File: src/rtl/kv_rx_pkg.sv
package kv_rx_pkg;
  typedef enum logic [1:0] {ST_KEY, ST_VAL, ST_END} cmd_st_e;
  localparam logic KIND_KEY = 1'b0;
  localparam logic KIND_VAL = 1'b1;
endpackage

File: src/rtl/kv_cmd_ctrl.sv
module kv_cmd_ctrl
  import kv_rx_pkg::*;
#(
  parameter int KEY_W    = 8,
  parameter int CMD_W    = 8,
  parameter int MAX_CMDS = 64,
  localparam int CNT_W   = $clog2(MAX_CMDS + 1)
) (
  input  logic             clk_i,
  input  logic             rst_ni,
  input  logic             start_i,
  input  logic             beat_i,
  input  logic             kind_i,
  input  logic             flag_i,
  input  logic [CMD_W-1:0] byte_i,
  output logic             wr_en_o,
  output logic [KEY_W-1:0] wr_key_o,
  output logic [CMD_W-1:0] wr_val_o,
  output logic             ended_o,
  output logic [CNT_W-1:0] cnt_o,
  output logic             err_proto_o,
  output logic             err_ovf_o
);
  localparam logic [CNT_W-1:0] MAX_C = CNT_W'(MAX_CMDS);

  cmd_st_e          st_q, st_d, st_eff;
  logic [CNT_W-1:0] cnt_q, cnt_d, cnt_eff;
  logic [KEY_W-1:0] key_q, key_d;
  logic             proto_q, proto_d, ovf_q, ovf_d;

  always_comb begin
    // a frame start rewinds the lane before the current beat is taken
    st_eff  = start_i ? ST_KEY : st_q;
    cnt_eff = start_i ? '0 : cnt_q;
    st_d    = st_eff;
    cnt_d   = cnt_eff;
    key_d   = key_q;
    proto_d = proto_q & ~start_i;
    ovf_d   = ovf_q & ~start_i;
    wr_en_o = 1'b0;
    if (beat_i) begin
      unique case (st_eff)
        ST_KEY: begin
          if (kind_i == KIND_KEY) begin
            if (flag_i) begin
              key_d = byte_i[KEY_W-1:0];
              st_d  = ST_VAL;
            end
          end else if (!flag_i && cnt_eff == '0) begin
            st_d = ST_END;
          end else begin
            proto_d = 1'b1;
          end
        end
        ST_VAL: begin
          if (kind_i == KIND_VAL) begin
            if (cnt_eff < MAX_C) begin
              wr_en_o = 1'b1;
              cnt_d   = cnt_eff + 1'b1;
            end else begin
              ovf_d = 1'b1;
            end
            st_d = flag_i ? ST_KEY : ST_END;
          end else begin
            proto_d = 1'b1;
          end
        end
        default: ;
      endcase
    end
  end

  always_ff @(posedge clk_i or negedge rst_ni) begin
    if (!rst_ni) begin
      st_q    <= ST_KEY;
      cnt_q   <= '0;
      key_q   <= '0;
      proto_q <= 1'b0;
      ovf_q   <= 1'b0;
    end else begin
      st_q    <= st_d;
      cnt_q   <= cnt_d;
      key_q   <= key_d;
      proto_q <= proto_d;
      ovf_q   <= ovf_d;
    end
  end

  assign wr_key_o    = key_q;
  assign wr_val_o    = byte_i;
  assign ended_o     = (st_q == ST_END);
  assign cnt_o       = cnt_q;
  assign err_proto_o = proto_q;
  assign err_ovf_o   = ovf_q;

  a_r7_cnt_bound: assert property (@(posedge clk_i) disable iff (!rst_ni)
    cnt_q <= MAX_C);
  a_r6_end_hold: assert property (@(posedge clk_i) disable iff (!rst_ni)
    (st_q == ST_END && !start_i) |=> (st_q == ST_END && $stable(cnt_q)));
  a_r4_orphan_flag: assert property (@(posedge clk_i) disable iff (!rst_ni)
    (beat_i && kind_i == KIND_VAL && st_q == ST_KEY && !start_i && cnt_q != '0)
      |=> (proto_q && $stable(cnt_q)));
endmodule

File: src/rtl/kv_pair_table.sv
module kv_pair_table #(
  parameter int KEY_W   = 8,
  parameter int VAL_W   = 8,
  localparam int TBL_N  = 1 << KEY_W
) (
  input  logic             clk_i,
  input  logic             rst_ni,
  input  logic             clr_i,
  input  logic             wr_en_i,
  input  logic [KEY_W-1:0] wr_key_i,
  input  logic [VAL_W-1:0] wr_val_i,
  input  logic [KEY_W-1:0] rd_key_i,
  output logic             rd_hit_o,
  output logic [VAL_W-1:0] rd_val_o
);
  logic [TBL_N-1:0] vld_q;
  logic [VAL_W-1:0] val_q [TBL_N];

  always_ff @(posedge clk_i or negedge rst_ni) begin
    if (!rst_ni) begin
      vld_q <= '0;
    end else begin
      if (clr_i)   vld_q <= '0;
      if (wr_en_i) vld_q[wr_key_i] <= 1'b1;
    end
  end

  always_ff @(posedge clk_i) begin
    if (wr_en_i) val_q[wr_key_i] <= wr_val_i;
  end

  assign rd_hit_o = vld_q[rd_key_i];
  assign rd_val_o = val_q[rd_key_i];

  a_r2_write_visible: assert property (@(posedge clk_i) disable iff (!rst_ni)
    wr_en_i |=> vld_q[$past(wr_key_i)]);
  a_r12_clear_all: assert property (@(posedge clk_i) disable iff (!rst_ni)
    (clr_i && !wr_en_i) |=> (vld_q == '0));
endmodule

File: src/rtl/kv_word_buf.sv
module kv_word_buf #(
  parameter int DAT_W     = 8,
  parameter int MAX_WORDS = 128,
  localparam int WCNT_W   = $clog2(MAX_WORDS + 1),
  localparam int IDX_W    = $clog2(MAX_WORDS),
  localparam int MEM_N    = 1 << IDX_W
) (
  input  logic              clk_i,
  input  logic              rst_ni,
  input  logic              start_i,
  input  logic              vld_i,
  input  logic              last_i,
  input  logic [DAT_W-1:0]  byte_i,
  input  logic [IDX_W-1:0]  rd_idx_i,
  output logic [DAT_W-1:0]  rd_word_o,
  output logic [WCNT_W-1:0] cnt_o,
  output logic              ended_o,
  output logic              err_ovf_o
);
  localparam logic [WCNT_W-1:0] MAX_C = WCNT_W'(MAX_WORDS);

  logic [WCNT_W-1:0] cnt_q, cnt_eff;
  logic              end_q, end_eff, ovf_q, ovf_eff;
  logic              take;
  logic [DAT_W-1:0]  mem_q [MEM_N];

  assign cnt_eff = start_i ? '0 : cnt_q;
  assign end_eff = end_q & ~start_i;
  assign ovf_eff = ovf_q & ~start_i;
  assign take    = vld_i & ~end_eff & (cnt_eff < MAX_C);

  always_ff @(posedge clk_i or negedge rst_ni) begin
    if (!rst_ni) begin
      cnt_q <= '0;
      end_q <= 1'b0;
      ovf_q <= 1'b0;
    end else begin
      cnt_q <= take ? cnt_eff + 1'b1 : cnt_eff;
      end_q <= end_eff | last_i;
      ovf_q <= ovf_eff | (vld_i & ~end_eff & ~take);
    end
  end

  always_ff @(posedge clk_i) begin
    if (take) mem_q[cnt_eff[IDX_W-1:0]] <= byte_i;
  end

  assign rd_word_o = mem_q[rd_idx_i];
  assign cnt_o     = cnt_q;
  assign ended_o   = end_q;
  assign err_ovf_o = ovf_q;

  a_r9_cnt_bound: assert property (@(posedge clk_i) disable iff (!rst_ni)
    cnt_q <= MAX_C);
  a_r10_end_hold: assert property (@(posedge clk_i) disable iff (!rst_ni)
    (end_q && !start_i) |=> (end_q && $stable(cnt_q)));
endmodule

File: src/rtl/kv_cmd_rx.sv
module kv_cmd_rx #(
  parameter int KEY_W     = 8,
  parameter int CMD_W     = 8,
  parameter int DAT_W     = 8,
  parameter int MAX_CMDS  = 64,
  parameter int MAX_WORDS = 128,
  localparam int CNT_W    = $clog2(MAX_CMDS + 1),
  localparam int WCNT_W   = $clog2(MAX_WORDS + 1),
  localparam int IDX_W    = $clog2(MAX_WORDS)
) (
  input  logic              clk_i,
  input  logic              rst_ni,
  input  logic              cmd_beat_i,
  input  logic              cmd_kind_i,
  input  logic              cmd_flag_i,
  input  logic [CMD_W-1:0]  cmd_byte_i,
  input  logic              dat_vld_i,
  input  logic              dat_last_i,
  input  logic [DAT_W-1:0]  dat_byte_i,
  input  logic [KEY_W-1:0]  rd_key_i,
  output logic              rd_hit_o,
  output logic [CMD_W-1:0]  rd_val_o,
  input  logic [IDX_W-1:0]  rd_idx_i,
  output logic [DAT_W-1:0]  rd_word_o,
  output logic [CNT_W-1:0]  cmd_cnt_o,
  output logic [WCNT_W-1:0] word_cnt_o,
  output logic              done_o,
  output logic              err_proto_o,
  output logic              err_cmd_ovf_o,
  output logic              err_dat_ovf_o
);
  logic             start, closed_q, cmd_end, dat_end;
  logic             wr_en;
  logic [KEY_W-1:0] wr_key;
  logic [CMD_W-1:0] wr_val;

  // a frame opens again only on a beat that carries content
  assign start  = closed_q & ((cmd_beat_i & ~cmd_kind_i & cmd_flag_i) | dat_vld_i);
  assign done_o = cmd_end & dat_end & ~closed_q;

  always_ff @(posedge clk_i or negedge rst_ni) begin
    if (!rst_ni) closed_q <= 1'b0;
    else         closed_q <= ~start & (closed_q | done_o);
  end

  kv_cmd_ctrl #(.KEY_W(KEY_W), .CMD_W(CMD_W), .MAX_CMDS(MAX_CMDS)) u_ctrl (
    .clk_i, .rst_ni,
    .start_i     (start),
    .beat_i      (cmd_beat_i),
    .kind_i      (cmd_kind_i),
    .flag_i      (cmd_flag_i),
    .byte_i      (cmd_byte_i),
    .wr_en_o     (wr_en),
    .wr_key_o    (wr_key),
    .wr_val_o    (wr_val),
    .ended_o     (cmd_end),
    .cnt_o       (cmd_cnt_o),
    .err_proto_o (err_proto_o),
    .err_ovf_o   (err_cmd_ovf_o)
  );

  kv_pair_table #(.KEY_W(KEY_W), .VAL_W(CMD_W)) u_table (
    .clk_i, .rst_ni,
    .clr_i    (start),
    .wr_en_i  (wr_en),
    .wr_key_i (wr_key),
    .wr_val_i (wr_val),
    .rd_key_i (rd_key_i),
    .rd_hit_o (rd_hit_o),
    .rd_val_o (rd_val_o)
  );

  kv_word_buf #(.DAT_W(DAT_W), .MAX_WORDS(MAX_WORDS)) u_buf (
    .clk_i, .rst_ni,
    .start_i   (start),
    .vld_i     (dat_vld_i),
    .last_i    (dat_last_i),
    .byte_i    (dat_byte_i),
    .rd_idx_i  (rd_idx_i),
    .rd_word_o (rd_word_o),
    .cnt_o     (word_cnt_o),
    .ended_o   (dat_end),
    .err_ovf_o (err_dat_ovf_o)
  );

  a_r11_done_single: assert property (@(posedge clk_i) disable iff (!rst_ni)
    done_o |=> !done_o);
  a_r12_closed_after_done: assert property (@(posedge clk_i) disable iff (!rst_ni)
    (done_o && !start) |=> closed_q);
endmodule

File: config.mk
export PLATFORM = sky130hd
export DESIGN_NAME = kv_cmd_rx
export DESIGN_NICKNAME = d
export VERILOG_FILES = /design/src/rtl/kv_rx_pkg.sv /design/src/rtl/kv_cmd_ctrl.sv /design/src/rtl/kv_pair_table.sv /design/src/rtl/kv_word_buf.sv /design/src/rtl/kv_cmd_rx.sv
export SDC_FILE = /design/constraint.sdc
export NUM_CORES = 2
export LEC_CHECK = 0
export BUFFER_PORTS_ARGS = -buffer_cell sky130_fd_sc_hd__buf_2
export CAP_MARGIN = 10
export CELL_PAD_IN_SITES_DETAIL_PLACEMENT = 1
export CELL_PAD_IN_SITES_GLOBAL_PLACEMENT = 1
export CORE_MARGIN = 8
export CORE_UTILIZATION = 30
export DETAILED_ROUTE_END_ITERATION = 6
export PLACE_DENSITY_LB_ADDON = 0.1
export SETUP_SLACK_MARGIN = 0.05
export SYNTH_ARGS = -nofsm -noshare
export SYNTH_HDL_FRONTEND = slang
export SYNTH_SLANG_ARGS = --single-unit
File: constraint.sdc
create_clock -name clk_i -period 3.29 [get_ports clk_i]
set_input_delay 0.1645 -clock clk_i [delete_from_list [all_inputs] [get_ports clk_i]]
set_output_delay 0.1645 -clock clk_i [all_outputs]
set_load 0.1 [all_outputs]
# After elaboration in Yosys (flattened, before gate mapping)
# Memory sizes are Yosys's and may differ from the RTL's.
# Cells that the tools add are included.
totals:
  register_bits: 286
  ram_bits: 3072
  inputBits: 38
  word_cells: 88
  mem_count: 2
op_classes:
  addsub: 2
  order_cmp: 5
  n_eq_ne: 2
  n_mux: 38
  bitwise: 23
  n_reduce_logical: 6
mem_list:
  columns: ["memory", "words", "width", "read_ports", "rd_ports_with_merged_regs", "wr", "line_no", "rtl"]
  rows:
  - ["u_table.val_q", 256, 8, 1, 0, 1, "kv_pair_table.sv:17", "logic [VAL_W-1:0] val_q [TBL_N];"]
  - ["u_buf.mem_q", 128, 8, 1, 0, 1, "kv_word_buf.sv:25", "logic [DAT_W-1:0] mem_q [MEM_N];"]
ops:
  columns: ["operator", "count"]
  rows:
  - ["2-to-1 mux 256 bit", 2]
  - ["OR 256 bit", 1]
  - ["2-to-1 mux 7 bit", 5]
  - ["< comparator 8 x 9 -> 1 bit (second input constant)", 2]
  - ["2-to-1 mux 1 bit", 18]
  - ["2-to-1 mux 8 bit", 2]
  - ["2-to-1 mux 2 bit", 7]
  - ["AND 1 bit", 13]
  - ["adder 8 x 1 -> 8 bit (second input constant)", 1]
  - ["binary-select mux 1 bit (select 8 bit)", 1]
  - ["demux 1 bit (select 8 bit)", 1]
  - ["greater-or-equal comparator 8 x 1 -> 1 bit (second input constant)", 1]
  - ["< comparator 8 bit (second input constant)", 1]
  - ["adder 7 x 1 -> 7 bit (second input constant)", 1]
  - ["zero test 7 bit", 1]
  - ["< comparator 7 bit (second input constant)", 1]
  - ["NOT 1 bit", 5]
  - ["OR 1 bit", 4]
  - ["case mux 2 bit (2 select lines)", 1]
  - ["AND reduction 4 bit", 1]
  - ["== test 2 x 1 -> 1 bit (second input constant)", 1]
  - ["== test 2 bit (second input constant)", 1]
  - ["logical AND 1 bit", 2]
  - ["zero test 2 bit", 1]
  - ["other kinds (2)", 2]

# Logic depth before layout (Yosys ltp)
depth:
  ltp_word: 13
  mapped_depth: 13
  ltp_nobuf: 9

# Cells and area by module
# Synthesis repeated with hierarchy kept, for this count alone.
hier_totals:
  hier_cells: 6562
  hier_area_um2: 131617.5
modules_own_cells:
  columns: ["mod", "n_inst", "cells_per_inst", "area_per_inst_um2", "seq_area_each_um2"]
  rows:
  - ["kv_pair_table", 1, 4792, 90580.6, 67905.1]
  - ["kv_word_buf", 1, 1667, 39947.1, 30999.7]
  - ["kv_cmd_ctrl", 1, 96, 1028.5, 475.5]
  - ["kv_cmd_rx", 1, 7, 61.3, 25.0]

# Least setup slack after synthesis
# No wires, ideal clock.
synth_path:
  path_kind: "input to output"
  start: "input port rd_key_i[0]"
  end: "output port rd_val_o[6]"
  arrival_ns: 4.690
  required_ns: 3.125
  slack_ns: -1.565
  path_stages: 12
  n_path_buf: 6
  cell_sequence: "buf_2 buf_4 buf_6 buf_6 buf_6 buf_4 nor2_1 nor4_1 a21oi_1 nand4_1 o22ai_1 nor4_1"
synth_between:
  elab_chain_cells: 1
synth_rtl:
  columns: ["item", "line_no", "rtl"]
  rows:
  - ["start, declared", "kv_cmd_rx.sv:20", "input logic [KEY_W-1:0] rd_key_i,"]
  - ["memory (256 x 8 bit)", null, null]
  - ["end, declared", "kv_cmd_rx.sv:22", "output logic [CMD_W-1:0] rd_val_o,"]
# No other way between the ends.

# Worst setup path in the final report
layout_path:
  start: "memory u_table.val_q[31][2]"
  end: "output port rd_val_o[2]"
layout_between:
  elab_chain_cells: 1
layout_rtl:
  columns: ["item", "line_no"]
  rows:
  - ["start, declared", "kv_pair_table.sv:17"]
  - ["memory (256 x 8 bit)", null]
# No other way between the ends.

==> results.sh <==
export IMPL_status="finished, violations left"
export IMPL_violations="setup timing"
export IMPL_h_tree_depth=5
export IMPL_initialDrtViolationCount=4549
export IMPL_final_max_slew_viol_count=0
export IMPL_setup_ws_ns=-0.405
export IMPL_fin_crit_sh=1.12
export IMPL_worstPathCellList="mux4_2 > mux4_2 > a22oi_2 > buf_4 > a22oi_2 > buf_4 > and3_4 > buf_12"
export IMPL_grt_usage=0.169
export IMPL_setup_tns_ns=-3.17
export IMPL_row_count=242
export IMPL_clk_path_buf_depth=4
export IMPL_dp_cells=12500
export IMPL_crit_slowest_cell="mux4_2"
export IMPL_die_area_sq_um=457000
export IMPL_p_leak_nw=54.2
export IMPL_post_dp_cell_area_sq_um=145000
export IMPL_antenna_left=0
export IMPL_clock_power_share=0.436
export IMPL_pwr_share_comb=0.082
export IMPL_post_dp_hpwl_um=256000
export IMPL_finalHoldViolCount=0
export IMPL_fmax_mhz=271
export IMPL_crit_start="u_table.val_q[31][2]"
export IMPL_final_cells=13300
export IMPL_io_buffers=73
export IMPL_p_int_mw=74.3
export IMPL_p_total_mw=97.6
export IMPL_pre_cts_ws_ns=-1.09
export IMPL_area_growth_pct=21.5
export IMPL_die_w_um=676
export IMPL_rr_startpoint="u_ctrl.st_q[0]"
export IMPL_yosysWarnings=0
export IMPL_synth_distinct_cells=49
export IMPL_syn_area_sq_um=131000
export IMPL_min_period_ns=3.69
export IMPL_slowest_delay_ns=0.55
export IMPL_crit_type="reg -> out"
export IMPL_worstMarginPinSlew_ns=1.05
export IMPL_nets=7221
export IMPL_clock_latency_ns=0.97
export IMPL_critPathCaptureType="output pin"
export IMPL_hp_class="in -> reg"
export IMPL_p_sw_frac=0.239
export IMPL_routed_wl_um=396000
export IMPL_fin_hold_ws_ns=0.110
export IMPL_crit_required_ns=3.13
export IMPL_hp_start="cmd_byte_i[1]"
export IMPL_final_util=0.366
export IMPL_synthesis_nets=6169
export IMPL_detail_route_wl_per_cell_um=29.8
export IMPL_slew_limit_headroom=0.298
export IMPL_dieHeight_um=676
export IMPL_rsz0062_at_grt="yes"
export IMPL_seqPwrFrac=0.482
export IMPL_start_util=0.301
export IMPL_cts_tree="done"
export IMPL_coreArea_sq_um=434000
export IMPL_cts_root_buf="clkbuf_16"
export IMPL_io_pins=74
export IMPL_grt_ovfl_total=0
export IMPL_fill_cells=42000
export IMPL_vias_per_cell=4.91
export IMPL_grt_pass1_vias=71100
export IMPL_syn_avg_cell_area_sq_um=21.3
export IMPL_final_area_sq_um=159000
export IMPL_final_common_cell="edfxtp_1"
export IMPL_drcViolationCount=0
export IMPL_antenna_found_initial=13
export IMPL_via_count=65200
export IMPL_worstPathMaxFanout=1
export IMPL_final_cell_mix="edfxtp_1, mux4_2, buf_4, nor2_1, clkbuf_16"
export IMPL_numCtsBuffers=388
export IMPL_netSwitchingPower_mw=23.3
export IMPL_yosysSeqAreaShare=0.760
export IMPL_path_clk_slew_ns=0.06
export IMPL_cts_sinks=3358
export IMPL_setup_violations=17
export IMPL_powerDensity_nw_per_um2=614
export IMPL_synthCells=6128
export IMPL_cap_violations=0
export IMPL_grt_max_degree=120
export IMPL_cp_arrival_ns=3.53
export IMPL_first_pass_iters=5
export IMPL_layout_drive_gt1_share=0.345
export IMPL_ys_seq_elements=3358
export IMPL_vdd_drop_max_v=0.000542
export IMPL_gp_congestion=0.740
export IMPL_grt_pass1_wl_um=562000
export IMPL_fin_skew_ns=0.0598
export IMPL_cp_start_kind="flip-flop"
==> final cells by class <==
cell class | instances | area (sq um) | share of cell area
tap | 5734 | 7170 | 0.0451
timing repair buffer | 1035 | 9540 | 0.0600
antenna | 16 | 40.0 | 0.000252
sequential | 3358 | 99400 | 0.625
multi-input combinational | 2390 | 30200 | 0.190
inverter | 7 | 36.3 | 0.000228
clock buffer | 509 | 10400 | 0.0657
clock inverter | 214 | 2120 | 0.0134
==> registers in the layout, summed over array words and instances (netlist names) <==
signal and count:
u_buf.cnt_o 8, closed_q 1, u_ctrl.st_q 2, u_ctrl.err_ovf_o 1, u_ctrl.cnt_o 7, u_buf.err_ovf_o 1
u_table.vld_q 256, u_ctrl.wr_key_o 8, u_buf.ended_o 1, u_buf.mem_q 1024, u_table.val_q 2048, u_ctrl.err_proto_o 1
==> final timing paths <==
path | to | slack, ns | cells past startpoint
min | u_table.val_q[235][1] | 0.11 | 2
min in group asynchronous | u_table.vld_q[232] | 0.39 | 4
min reg2reg | u_table.vld_q[14] | 0.47 | 1
max in group asynchronous | u_table.vld_q[0] | 2.02 | 4
max | rd_val_o[2] | -0.40 | 8
max reg2reg | u_table.val_q[20][6] | 0.33 | 10
==> power groups by stage <==
| stage | registers (mW) | clock network [mW] | logic (mW) |
|---|---|---|---|
| final | 47.0 | 42.6 | 7.98 |
| after global routing | 47.1 | 45.5 | 8.41 |
| after CTS | 47.0 | 44.0 | 8.27 |
| after detailed placement | 47.9 | 0 | 8.04 |
| after global placement | 47.9 | 0 | 7.97 |
| after floorplan | 48.1 | 0 | 3.36 |
==> cells in the mapped netlist (all sizes together) <==
| cell type | instances | area share |
|---|---|---|
| or3 | 4 | 0.00019 |
| clkbuf | 201 | 0.0058 |
| a211oi | 33 | 0.0019 |
| a31oi | 1 | 0.000048 |
| a2111oi | 1 | 0.000067 |
| o22ai | 43 | 0.0021 |
| nor2b | 28 | 0.0013 |
| or2 | 1 | 0.000048 |
| o21a | 2 | 0.00011 |
| dfrtp | 286 | 0.055 |
| ha | 3 | 0.00029 |
| buf | 172 | 0.0083 |
| nand2b | 6 | 0.00029 |
| a22o | 12 | 0.00080 |
| nor2 | 427 | 0.012 |
| edfxtp | 3072 | 0.71 |
| nand4 | 5 | 0.00024 |
| a21oi | 63 | 0.0024 |
| a22oi | 34 | 0.0020 |
| a32o | 3 | 0.00023 |
| a41oi | 1 | 0.000067 |
| o2111ai | 2 | 0.00013 |
| xnor2 | 3 | 0.00020 |
| and3b | 3 | 0.00020 |
| mux2 | 10 | 0.00086 |
| nor4 | 5 | 0.00029 |
| nor3b | 4 | 0.00023 |
| xor2 | 7 | 0.00047 |
| o21ai | 88 | 0.0034 |
| mux4 | 915 | 0.16 |
| nor3 | 19 | 0.00073 |
| a21o | 194 | 0.011 |
| nand2 | 158 | 0.0045 |
| and3 | 14 | 0.00067 |
| mux2i | 193 | 0.015 |
| o221ai | 54 | 0.0036 |
| nand3b | 4 | 0.00023 |
| or4 | 2 | 0.00011 |
| a221oi | 10 | 0.00067 |
| and2 | 4 | 0.00019 |
| a32oi | 1 | 0.000067 |
| nand3 | 33 | 0.0013 |
| inv | 7 | 0.00020 |
==> metal layers <==
metal	wire length, um	share of wire	up-vias	GRT usage
met5	0	0	-	0
met4	7870	0.020	0	0.0330
met3	12600	0.032	445	0.0204
met2	203000	0.51	1110	0.299
met1	172000	0.43	35900	0.224
li1	-	-	27700	-
==> critical path, delay by kind of cell (launching register included) <==
family / cells / cell delay, ns
mux: 2 / 1.07
buf+inv: 3 / 0.54
compound gates: 2 / 0.40
flops: 1 / 0.39
simple gates: 1 / 0.19
==> cell families after synthesis <==
family                   Yosys count  synth area share
flip-flops                      3358             0.760
AND/OR/NAND/NOR                  717            0.0228
AO/OA/AOI/OAI                    542            0.0286
adder cells (fa/ha/maj)            3          0.000287
buffers and inverters            380            0.0143
XOR/XNOR                          10          0.000670
multiplexers                    1118             0.173
==> repair_timing <==
action,CTS,global route
gates resized for setup,133,9
setup buffers,1,1
hold buffers,29,0
hold endpoints to repair,2142,0
pin swaps,41,19
endpoints found under the setup margin,17,171
(Power assumes the default switching activity.)
